**src/rtl/ma_pkg.sv**
```systemverilog
package ma_pkg;
    typedef enum logic [1:0] {
        PH_IDLE = 2'd0,
        PH_LOAD = 2'd1,
        PH_EMIT = 2'd2
    } phase_t;
endpackage

```
**src/rtl/ma_limb_adder.sv**
```systemverilog
// One limb of a ripple chain: x + (y or ~y) + cin.
module ma_limb_adder #(
    parameter int W = 17
) (
    input  logic [W-1:0] x,
    input  logic [W-1:0] y,
    input  logic         invert_y,
    input  logic         cin,
    output logic [W-1:0] sum,
    output logic         cout
);
    logic [W-1:0] y_eff;
    logic [W:0]   total;

    always_comb begin
        y_eff = invert_y ? ~y : y;
        total = {1'b0, x} + {1'b0, y_eff} + {{W{1'b0}}, cin};
        sum   = total[W-1:0];
        cout  = total[W];
    end
endmodule

```
**src/rtl/ma_limb_store.sv**
```systemverilog
// Shift buffer: writes enter at the tail; the head holds the oldest limb.
module ma_limb_store #(
    parameter int W     = 17,
    parameter int DEPTH = 9
) (
    input  logic         clk,
    input  logic         rst_n,
    input  logic         shift,
    input  logic [W-1:0] din,
    output logic [W-1:0] head
);
    logic [W-1:0] slot_q [DEPTH];

    generate
        for (genvar i = 0; i < DEPTH; i++) begin : g_slot
            if (i == DEPTH - 1) begin : g_tail
                always_ff @(posedge clk or negedge rst_n) begin
                    if (!rst_n)     slot_q[i] <= '0;
                    else if (shift) slot_q[i] <= din;
                end
            end else begin : g_body
                always_ff @(posedge clk or negedge rst_n) begin
                    if (!rst_n)     slot_q[i] <= '0;
                    else if (shift) slot_q[i] <= slot_q[i+1];
                end
            end
        end
    endgenerate

    assign head = slot_q[0];
endmodule

```
**src/rtl/ma_modaddsub.sv**
```systemverilog
module ma_modaddsub #(
    parameter int LIMB_W    = 17,
    parameter int NUM_LIMBS = 9
) (
    input  logic              clk,
    input  logic              rst_n,
    input  logic              start,
    input  logic              sub_sel,
    input  logic [LIMB_W-1:0] a_limb,
    input  logic [LIMB_W-1:0] b_limb,
    input  logic [LIMB_W-1:0] m_limb,
    output logic [LIMB_W-1:0] out_limb,
    output logic              out_valid,
    output logic              done
);
    import ma_pkg::*;

    localparam int              CNT_W  = $clog2(NUM_LIMBS);
    localparam logic [CNT_W-1:0] LAST_C = CNT_W'(NUM_LIMBS - 1);

    typedef struct packed {
        phase_t           phase;
        logic [CNT_W-1:0] cnt;
        logic             c1;       // carry of the A +/- B chain
        logic             c2;       // carry of the -/+ M chain
        logic             sub;
        logic             pick_sec;
    } state_t;

    state_t st_d, st_q;

    logic              idle_w, loading, op_sub, cin1, cin2, shift_w;
    logic [LIMB_W-1:0] p_sum, s_sum, p_din, s_din, p_head, s_head;
    logic              p_cout, s_cout;

    always_comb begin
        idle_w  = (st_q.phase == PH_IDLE);
        loading = (idle_w && start) || (st_q.phase == PH_LOAD);
        op_sub  = idle_w ? sub_sel  : st_q.sub;
        // subtraction: two's complement of B needs carry-in 1; M is added
        // addition: subtracting M needs carry-in 1 on the second chain
        cin1    = idle_w ? sub_sel  : st_q.c1;
        cin2    = idle_w ? ~sub_sel : st_q.c2;
    end

    ma_limb_adder #(.W(LIMB_W)) u_primary (
        .x(a_limb), .y(b_limb), .invert_y(op_sub), .cin(cin1),
        .sum(p_sum), .cout(p_cout)
    );

    ma_limb_adder #(.W(LIMB_W)) u_secondary (
        .x(p_sum), .y(m_limb), .invert_y(~op_sub), .cin(cin2),
        .sum(s_sum), .cout(s_cout)
    );

    always_comb begin
        st_d = st_q;
        unique case (st_q.phase)
            PH_IDLE: begin
                if (start) begin
                    st_d.phase = PH_LOAD;
                    st_d.cnt   = CNT_W'(1);
                    st_d.c1    = p_cout;
                    st_d.c2    = s_cout;
                    st_d.sub   = sub_sel;
                end
            end
            PH_LOAD: begin
                st_d.c1 = p_cout;
                st_d.c2 = s_cout;
                if (st_q.cnt == LAST_C) begin
                    st_d.phase = PH_EMIT;
                    st_d.cnt   = '0;
                    // add: no borrow on A+B-M (carry 1) -> reduced value
                    // sub: borrow on A-B (carry 0) -> corrected value
                    st_d.pick_sec = st_q.sub ? ~p_cout : (p_cout | s_cout);
                end else begin
                    st_d.cnt = st_q.cnt + CNT_W'(1);
                end
            end
            PH_EMIT: begin
                if (st_q.cnt == LAST_C) begin
                    st_d.phase = PH_IDLE;
                    st_d.cnt   = '0;
                end else begin
                    st_d.cnt = st_q.cnt + CNT_W'(1);
                end
            end
            default: st_d.phase = PH_IDLE;
        endcase

        shift_w = loading || (st_q.phase == PH_EMIT);
        p_din   = loading ? p_sum : '0;
        s_din   = loading ? s_sum : '0;
    end

    always_ff @(posedge clk or negedge rst_n) begin
        if (!rst_n) begin
            st_q <= '{phase: PH_IDLE, cnt: '0, c1: 1'b0, c2: 1'b0,
                      sub: 1'b0, pick_sec: 1'b0};
        end else begin
            st_q <= st_d;
        end
    end

    ma_limb_store #(.W(LIMB_W), .DEPTH(NUM_LIMBS)) u_store_pri (
        .clk(clk), .rst_n(rst_n), .shift(shift_w), .din(p_din), .head(p_head)
    );

    ma_limb_store #(.W(LIMB_W), .DEPTH(NUM_LIMBS)) u_store_sec (
        .clk(clk), .rst_n(rst_n), .shift(shift_w), .din(s_din), .head(s_head)
    );

    assign out_valid = (st_q.phase == PH_EMIT);
    assign done      = (st_q.phase == PH_EMIT) && (st_q.cnt == LAST_C);
    assign out_limb  = st_q.pick_sec ? s_head : p_head;
endmodule

```
**config.mk**
```make
export PLATFORM = sky130hd
export DESIGN_NAME = ma_modaddsub
export DESIGN_NICKNAME = d
export VERILOG_FILES = /design/src/rtl/ma_pkg.sv /design/src/rtl/ma_limb_adder.sv /design/src/rtl/ma_limb_store.sv /design/src/rtl/ma_modaddsub.sv
export SDC_FILE = /design/constraint.sdc
export NUM_CORES = 1
export LEC_CHECK = 0
export ABC_AREA = 1
export BUFFER_PORTS_ARGS = -buffer_cell sky130_fd_sc_hd__buf_2
export CORE_MARGIN = 2
export CORE_UTILIZATION = 66
export DETAILED_ROUTE_END_ITERATION = 16
export GPL_TIMING_DRIVEN = 0
export PLACE_DENSITY_LB_ADDON = 0.25
export REMOVE_ABC_BUFFERS = 1
export SYNTH_ARGS = -nofsm -noshare
export SYNTH_HDL_FRONTEND = slang
export SYNTH_SLANG_ARGS = --single-unit
```
**constraint.sdc**
```tcl
create_clock -name clk -period 11.2 [get_ports clk]
set_input_delay 1.68 -clock clk [delete_from_list [all_inputs] [get_ports clk]]
set_output_delay 1.68 -clock clk [all_outputs]
set_load 0.005 [all_outputs]
```
Word level (Yosys, flattened, before mapping)
Index checks and enable logic that the tools add are counted.
{ "totals": {"elab_cells": 69, "inputBits": 55, "output_inout_bits": 19, "register_bits": 316} }
{ "op_classes": {"n_reduce_logical": 13, "n_addsub": 5, "bitwise": 5, "eq_ne": 6, "muxes": 16} }
{ "op_table": {"columns": ["op", "n"], "rows": [
  ["17-bit two-way mux", 5],
  ["17-bit by 17-bit adder with 18-bit output", 2],
  ["18-bit by 1-bit adder with 18-bit output", 2],
  ["17-bit NOT", 2],
  ["9-bit two-way mux", 1],
  ["4-bit one-hot mux with 2 select lines", 1],
  ["2-bit AND reduction", 4],
  ["2-bit one-hot mux with 3 select lines", 1],
  ["4-bit by 1-bit adder with 4-bit output, second input constant", 1],
  ["4-bit equality test, second input constant", 1],
  ["1-bit two-way mux", 4],
  ["2-bit two-way mux", 2],
  ["4-bit two-way mux", 1],
  ["2-bit by 1-bit != test with 1-bit output, second input constant", 2],
  ["2-bit one-hot mux with 2 select lines", 1],
  ["2-bit nonzero test", 2],
  ["3-bit AND reduction", 1],
  ["2-bit by 1-bit equality test with 1-bit output, second input constant", 1],
  ["2-bit equality test, second input constant", 1],
  ["1-bit logical AND", 2],
  ["2-bit logical NOT", 1],
  ["1-bit logical OR", 2],
  ["2-bit != test, second input constant", 1],
  ["1-bit NOT", 2],
  ["2 further kinds", 2]
]} }

Logic depth before layout (Yosys ltp)
{ "logic_depth": {"depth_word": 9, "ltp_mapped": 29} }

Hierarchy
From an unflattened synthesis, not the netlist that was laid out.
{ "hier_totals": {"cells_unflattened": 1958, "area_unflattened_um2": 15304.7} }
{ "by_module_without_submodules": {"columns": ["module", "n_inst", "cells_per_inst", "area_each_um2", "seq_area_each_um2"], "rows": [
  ["ma_limb_store", 2, 663, 5879.4, 3828.7],
  ["ma_limb_adder", 2, 225, 1198.6, 0.0],
  ["ma_modaddsub", 1, 182, 1148.6, 250.2]
]} }

Least setup slack after synthesis
No wires, ideal clock.
{ "synth_path": {"path_kind": "input-to-reg", "from": "input port sub_sel", "to": "register st_q[2] (netlist name)", "path_buffers": 2, "stages": 23, "arrival_ns": 4.754, "path_slack_ns": 6.326, "path_cell_list": "nor2_4 o21bai_1 buf_6 buf_6 xnor2_1 fa_1 fa_1 nand2_1 nand2_1 nand2_2 o21ai_2 nand2_1 nand3b_1 and2_1 ha_1 a21oi_1 nand2_1 nand2_1 nand2_1 a21oi_1 nand2_1 o21ai_0 inv_1"} }
{ "synth_via": {"elab_chain_len": 8, "word_cells_on_any_way": 12} }
{ "synth_rtl": {"columns": ["element", "line_no", "source"], "rows": [
  ["start, declared", "ma_modaddsub.sv:8", "input logic sub_sel,"],
  ["1-bit two-way mux", "ma_modaddsub.sv:39", "op_sub = idle_w ? sub_sel : st_q.sub;"],
  ["17-bit two-way mux", "ma_limb_adder.sv:16", "y_eff = invert_y ? ~y : y;"],
  ["17-bit by 17-bit adder with 18-bit output", "ma_limb_adder.sv:17", "total = {1'b0, x} + {1'b0, y_eff} + {{W{1'b0}}, cin};"],
  ["18-bit by 1-bit adder with 18-bit output", "ma_limb_adder.sv:17", null],
  ["17-bit by 17-bit adder with 18-bit output", "ma_limb_adder.sv:17", null],
  ["18-bit by 1-bit adder with 18-bit output *", "ma_limb_adder.sv:17", null],
  ["9-bit two-way mux", "ma_modaddsub.sv:60", "if (start) begin"],
  ["2-bit one-hot mux with 2 select lines *", "ma_modaddsub.sv:58", "unique case (st_q.phase)"],
  ["end signal, assigned", "ma_modaddsub.sv:99", "st_q <= '{phase: PH_IDLE, cnt: '0, c1: 1'b0, c2: 1'b0,"],
  ["end signal, assigned", "ma_modaddsub.sv:102", "st_q <= st_d;"],
  ["end, declared", "ma_modaddsub.sv:30", "state_t st_d, st_q;"]
]} }
Mark *: on every way between the ends. The rest lies on a longest branch, timed or not. The select of a mux whose other input is x is not followed.
A chain may end at the register's enable or synchronous reset.

Worst setup path in the final report
Ends and elaborated chain as after synthesis.

==> flow_results.org <==
** Die
- Num ports :: 74
- The floorplan step defined a die boundary enclosing 23100 um2.
- In this run the standard cell core region covers 21700 um2.
- The die is 152 um tall.
- Row cnt :: 54
- The floorplan step set the die width to 152 um.
- The initial utilization of the core area, before any placement, comes to 66.8%.

** Critical path
- For the worst setup path, the data required time is 11640 ps.
- On the critical path, the stage with the largest delay is an instance of fa_1.
- STA classifies the critical path startpoint as an input pin.
- In this run the worst path has a maximum fanout of 18.
- For the worst setup path, the data arrival time is 5540 ps.
- Counting stages on the worst path, the most repeated cell is nand2_1.
- Crit-path max cell delay :: 460 ps
- The worst setup path is captured at a flip-flop.
- The signal on the critical path passes through buf_2, nor2_4, o21bai_4, buf_16, xnor2_1, fa_1, fa_1, nand2_1, nand2_1, nand2_2, o21ai_2, nand2_1, nand3b_1, and2_1, ha_1, a21oi_1, nand2_1, nand2_1, nand2_1, a21oi_1, nand2_1, o21ai_0, inv_1.
- Critical setup path kind :: in2reg

** Synth
- Part of the Yosys area used for sequential elements :: 54.6%
- Average cell area after synthesis :: 8.52 um2
- Yosys mapped the design onto 39 distinct sky130hd cell types.
- Mapped Cells :: 1699
- Flip-flop and latch count after synthesis :: 316
- Yosys warnings :: 0
- The mapped netlist covers 14500 um2.

** Finish
- Inserted Diodes :: 0
- With fillers left out, the area of the finished cells amounts to 15900 um2.
- P&R area growth vs syn :: 9.87%
- Measured on the finished design, the core utilization comes to 73.4%.
- Most common cell after layout, fill and taps aside :: nand2_1
- Of the cells placed in the final design, the portion with a size suffix greater than 1 is 8.58%.
- Highest-count cells in the layout ignoring fill and taps :: nand2_1, dfrtp_1, o21ai_0, inv_1, buf_2
- Net count of the finished layout :: 1832
- The layout has 1611 filler cells.

** CTS
- Skew-Pair Late Insertion Delay :: 550 ps
- Cell chosen for the clock root :: clkbuf_16
- The number of hold buffers added after CTS was 0.
- Buffers inserted during post-CTS setup optimization :: 0
- TritonCTS built the clock tree.
- TritonCTS sink count :: 316
- Number of instances resized during post-cts repair :: 0
- The number of clock buffers added by TritonCTS is 31.
- Clock-pin slew was measured on the worst setup and hold paths at 70 ps.
- No sink is reached through more buffers than the 3 on the longest clock path.
- H-tree depth :: 1

** Outcome
- Run status :: finished clean

** STA
- Achievable clock frequency :: 196 MHz
- Number of failing hold endpoints at the final stage :: 0
- Setup repair after global routing missed its margin :: no
- Worst slew slack as a fraction of its limit :: 20.7%
- Share of the clock period used by the worst path after layout :: 45.5%
- Worst Clk Skew :: 10.3 ps
- Finish-stage setup viols :: 0
- Final Max Slew Viols :: 0
- Counting I/O delays and the setup requirement, the final critical path takes 5100 ps.
- Total negative slack :: 0 ps
- Worst Tran Pin Value :: 1180 ps
- The worst path meets setup with 6100 ps of slack.

** Global routing
- Number of global-route vias before repair :: 10300
- Total routing resource utilization after global routing :: 23.7%
- The first global-routing pass estimated 47.3 mm of wire.
- For this run the aggregate overflow at the end of global routing stands at 0.
- The initial antenna violation count is 0.
- Entering global routing, the biggest net connects 163 pins.

** Min path
- The worst hold path belongs to the class reg2reg.

** Drt
- Via count normalized by instance count :: 5.16
- Initial DRT Pass Iterations :: 5
- The routed layout has 10500 vias.
- Summed over all layers, the routed wires come to 26.3 mm.
- Dividing the detail-routed wire length by the instance count gives 12.9 um.
- DRC errors left :: 0
- The detailed router finished its first iteration with 736 violations.
- The count of nets left with antenna violations once routing finished came out at 0.

** Run
- Max_cap viols :: 0

** Placement
- Detailed placement finished with a half-perimeter wire length of 16.3 mm.
- Cell area after placement :: 14800 um2
- Count of port buffers added during placement :: 73
- At the end of routability-driven placement, the weighted congestion stood at 0.867.
- Worst setup timing slack at the placement stage :: 5550 ps
final cells by class:
cell class                 count  area (um2)  area share [%]
clock inverter                10         160            1.01
tap                          280         350            2.20
inverter                     132         503            3.16
multi-input combinational   1177        5570            35.0
sequential                   316        7910            49.7
timing repair buffer          78         513            3.22
clock buffer                  46         912            5.73
metal layers:
| layer | part of all wire, % | GRT usage (%) |
|---|---|---|
| met2 | 46 | 38.8 |
| met4 | 1.8 | 5.16 |
| met5 | 0 | 0 |
| met1 | 48 | 34.6 |
| met3 | 4.0 | 3.19 |
cell usage after synthesis (all sizes together):
cell type / count / area share, %
buf: 57 / 3.3
nor3: 5 / 0.17
o21bai: 8 / 0.41
o21ai: 175 / 6.1
nand2: 752 / 20
a21oi: 37 / 1.3
nand4: 2 / 0.086
clkbuf: 17 / 0.44
xor2: 24 / 1.5
nor4: 1 / 0.043
and2: 6 / 0.28
and3: 1 / 0.043
dfrtp: 316 / 55
inv: 132 / 3.4
a32o: 2 / 0.14
or2: 3 / 0.13
a21boi: 2 / 0.10
xnor2: 20 / 1.2
nand3: 38 / 1.4
a21o: 4 / 0.21
fa: 4 / 0.55
o22ai: 1 / 0.043
ha: 37 / 3.2
a22o: 5 / 0.30
nand3b: 2 / 0.10
nor2: 48 / 1.3
worst max-delay path, delay by kind of cell:
family / cells / cell delay, ps
XOR/XNOR: 1 / 100
AND/OR/NAND/NOR: 11 / 1010
AO/OA/AOI/OAI: 5 / 1000
adder cells (fa/ha/maj): 3 / 1280
buffers and inverters: 3 / 420
registers in the layout, summed over array words and instances (netlist names):
register            flops
u_store_pri.slot_q    136
u_store_sec.head       17
u_store_sec.slot_q    136
u_store_pri.head       17
st_q                   10
cells by family after synthesis:
| group | synth area share [%] |
|---|---|
| simple gates | 23.2 |
| flops | 54.6 |
| compound gates | 8.61 |
| buf+inv | 7.14 |
| xor+xnor | 2.71 |
| fa+ha+maj | 3.75 |
final timing paths:
check,endpoint,slack [ps],start,cells after the start
max in group asynchronous,st_q[0]$_DFFE_PN0P_,8570,rst_n,3
max,st_q[2]$_DFFE_PN0P_,6100,sub_sel,23
min reg2reg,u_store_sec.head[4]$_DFFE_PN0P_,470,u_store_sec.head[4]$_DFFE_PN0P_,2
min in group asynchronous,u_store_sec.head[2]$_DFFE_PN0P_,1200,rst_n,1
min,u_store_sec.head[4]$_DFFE_PN0P_,470,u_store_sec.head[4]$_DFFE_PN0P_,2
max reg2reg,st_q[2]$_DFFE_PN0P_,6470,st_q[8]$_DFFE_PN0P_,25
through the flow:
stage	cells	hold WS (ps)
2_1_floorplan	1625	442
3_3_place_gp	1978	453
3_5_place_dp	1983	458
4_1_cts	2039	472
5_1_grt	2039	485
6_report	2039	469
Power is left out: the tool's default activity adds up to more than one toggle a clock period on the data nets, which glitch-free logic cannot reach.
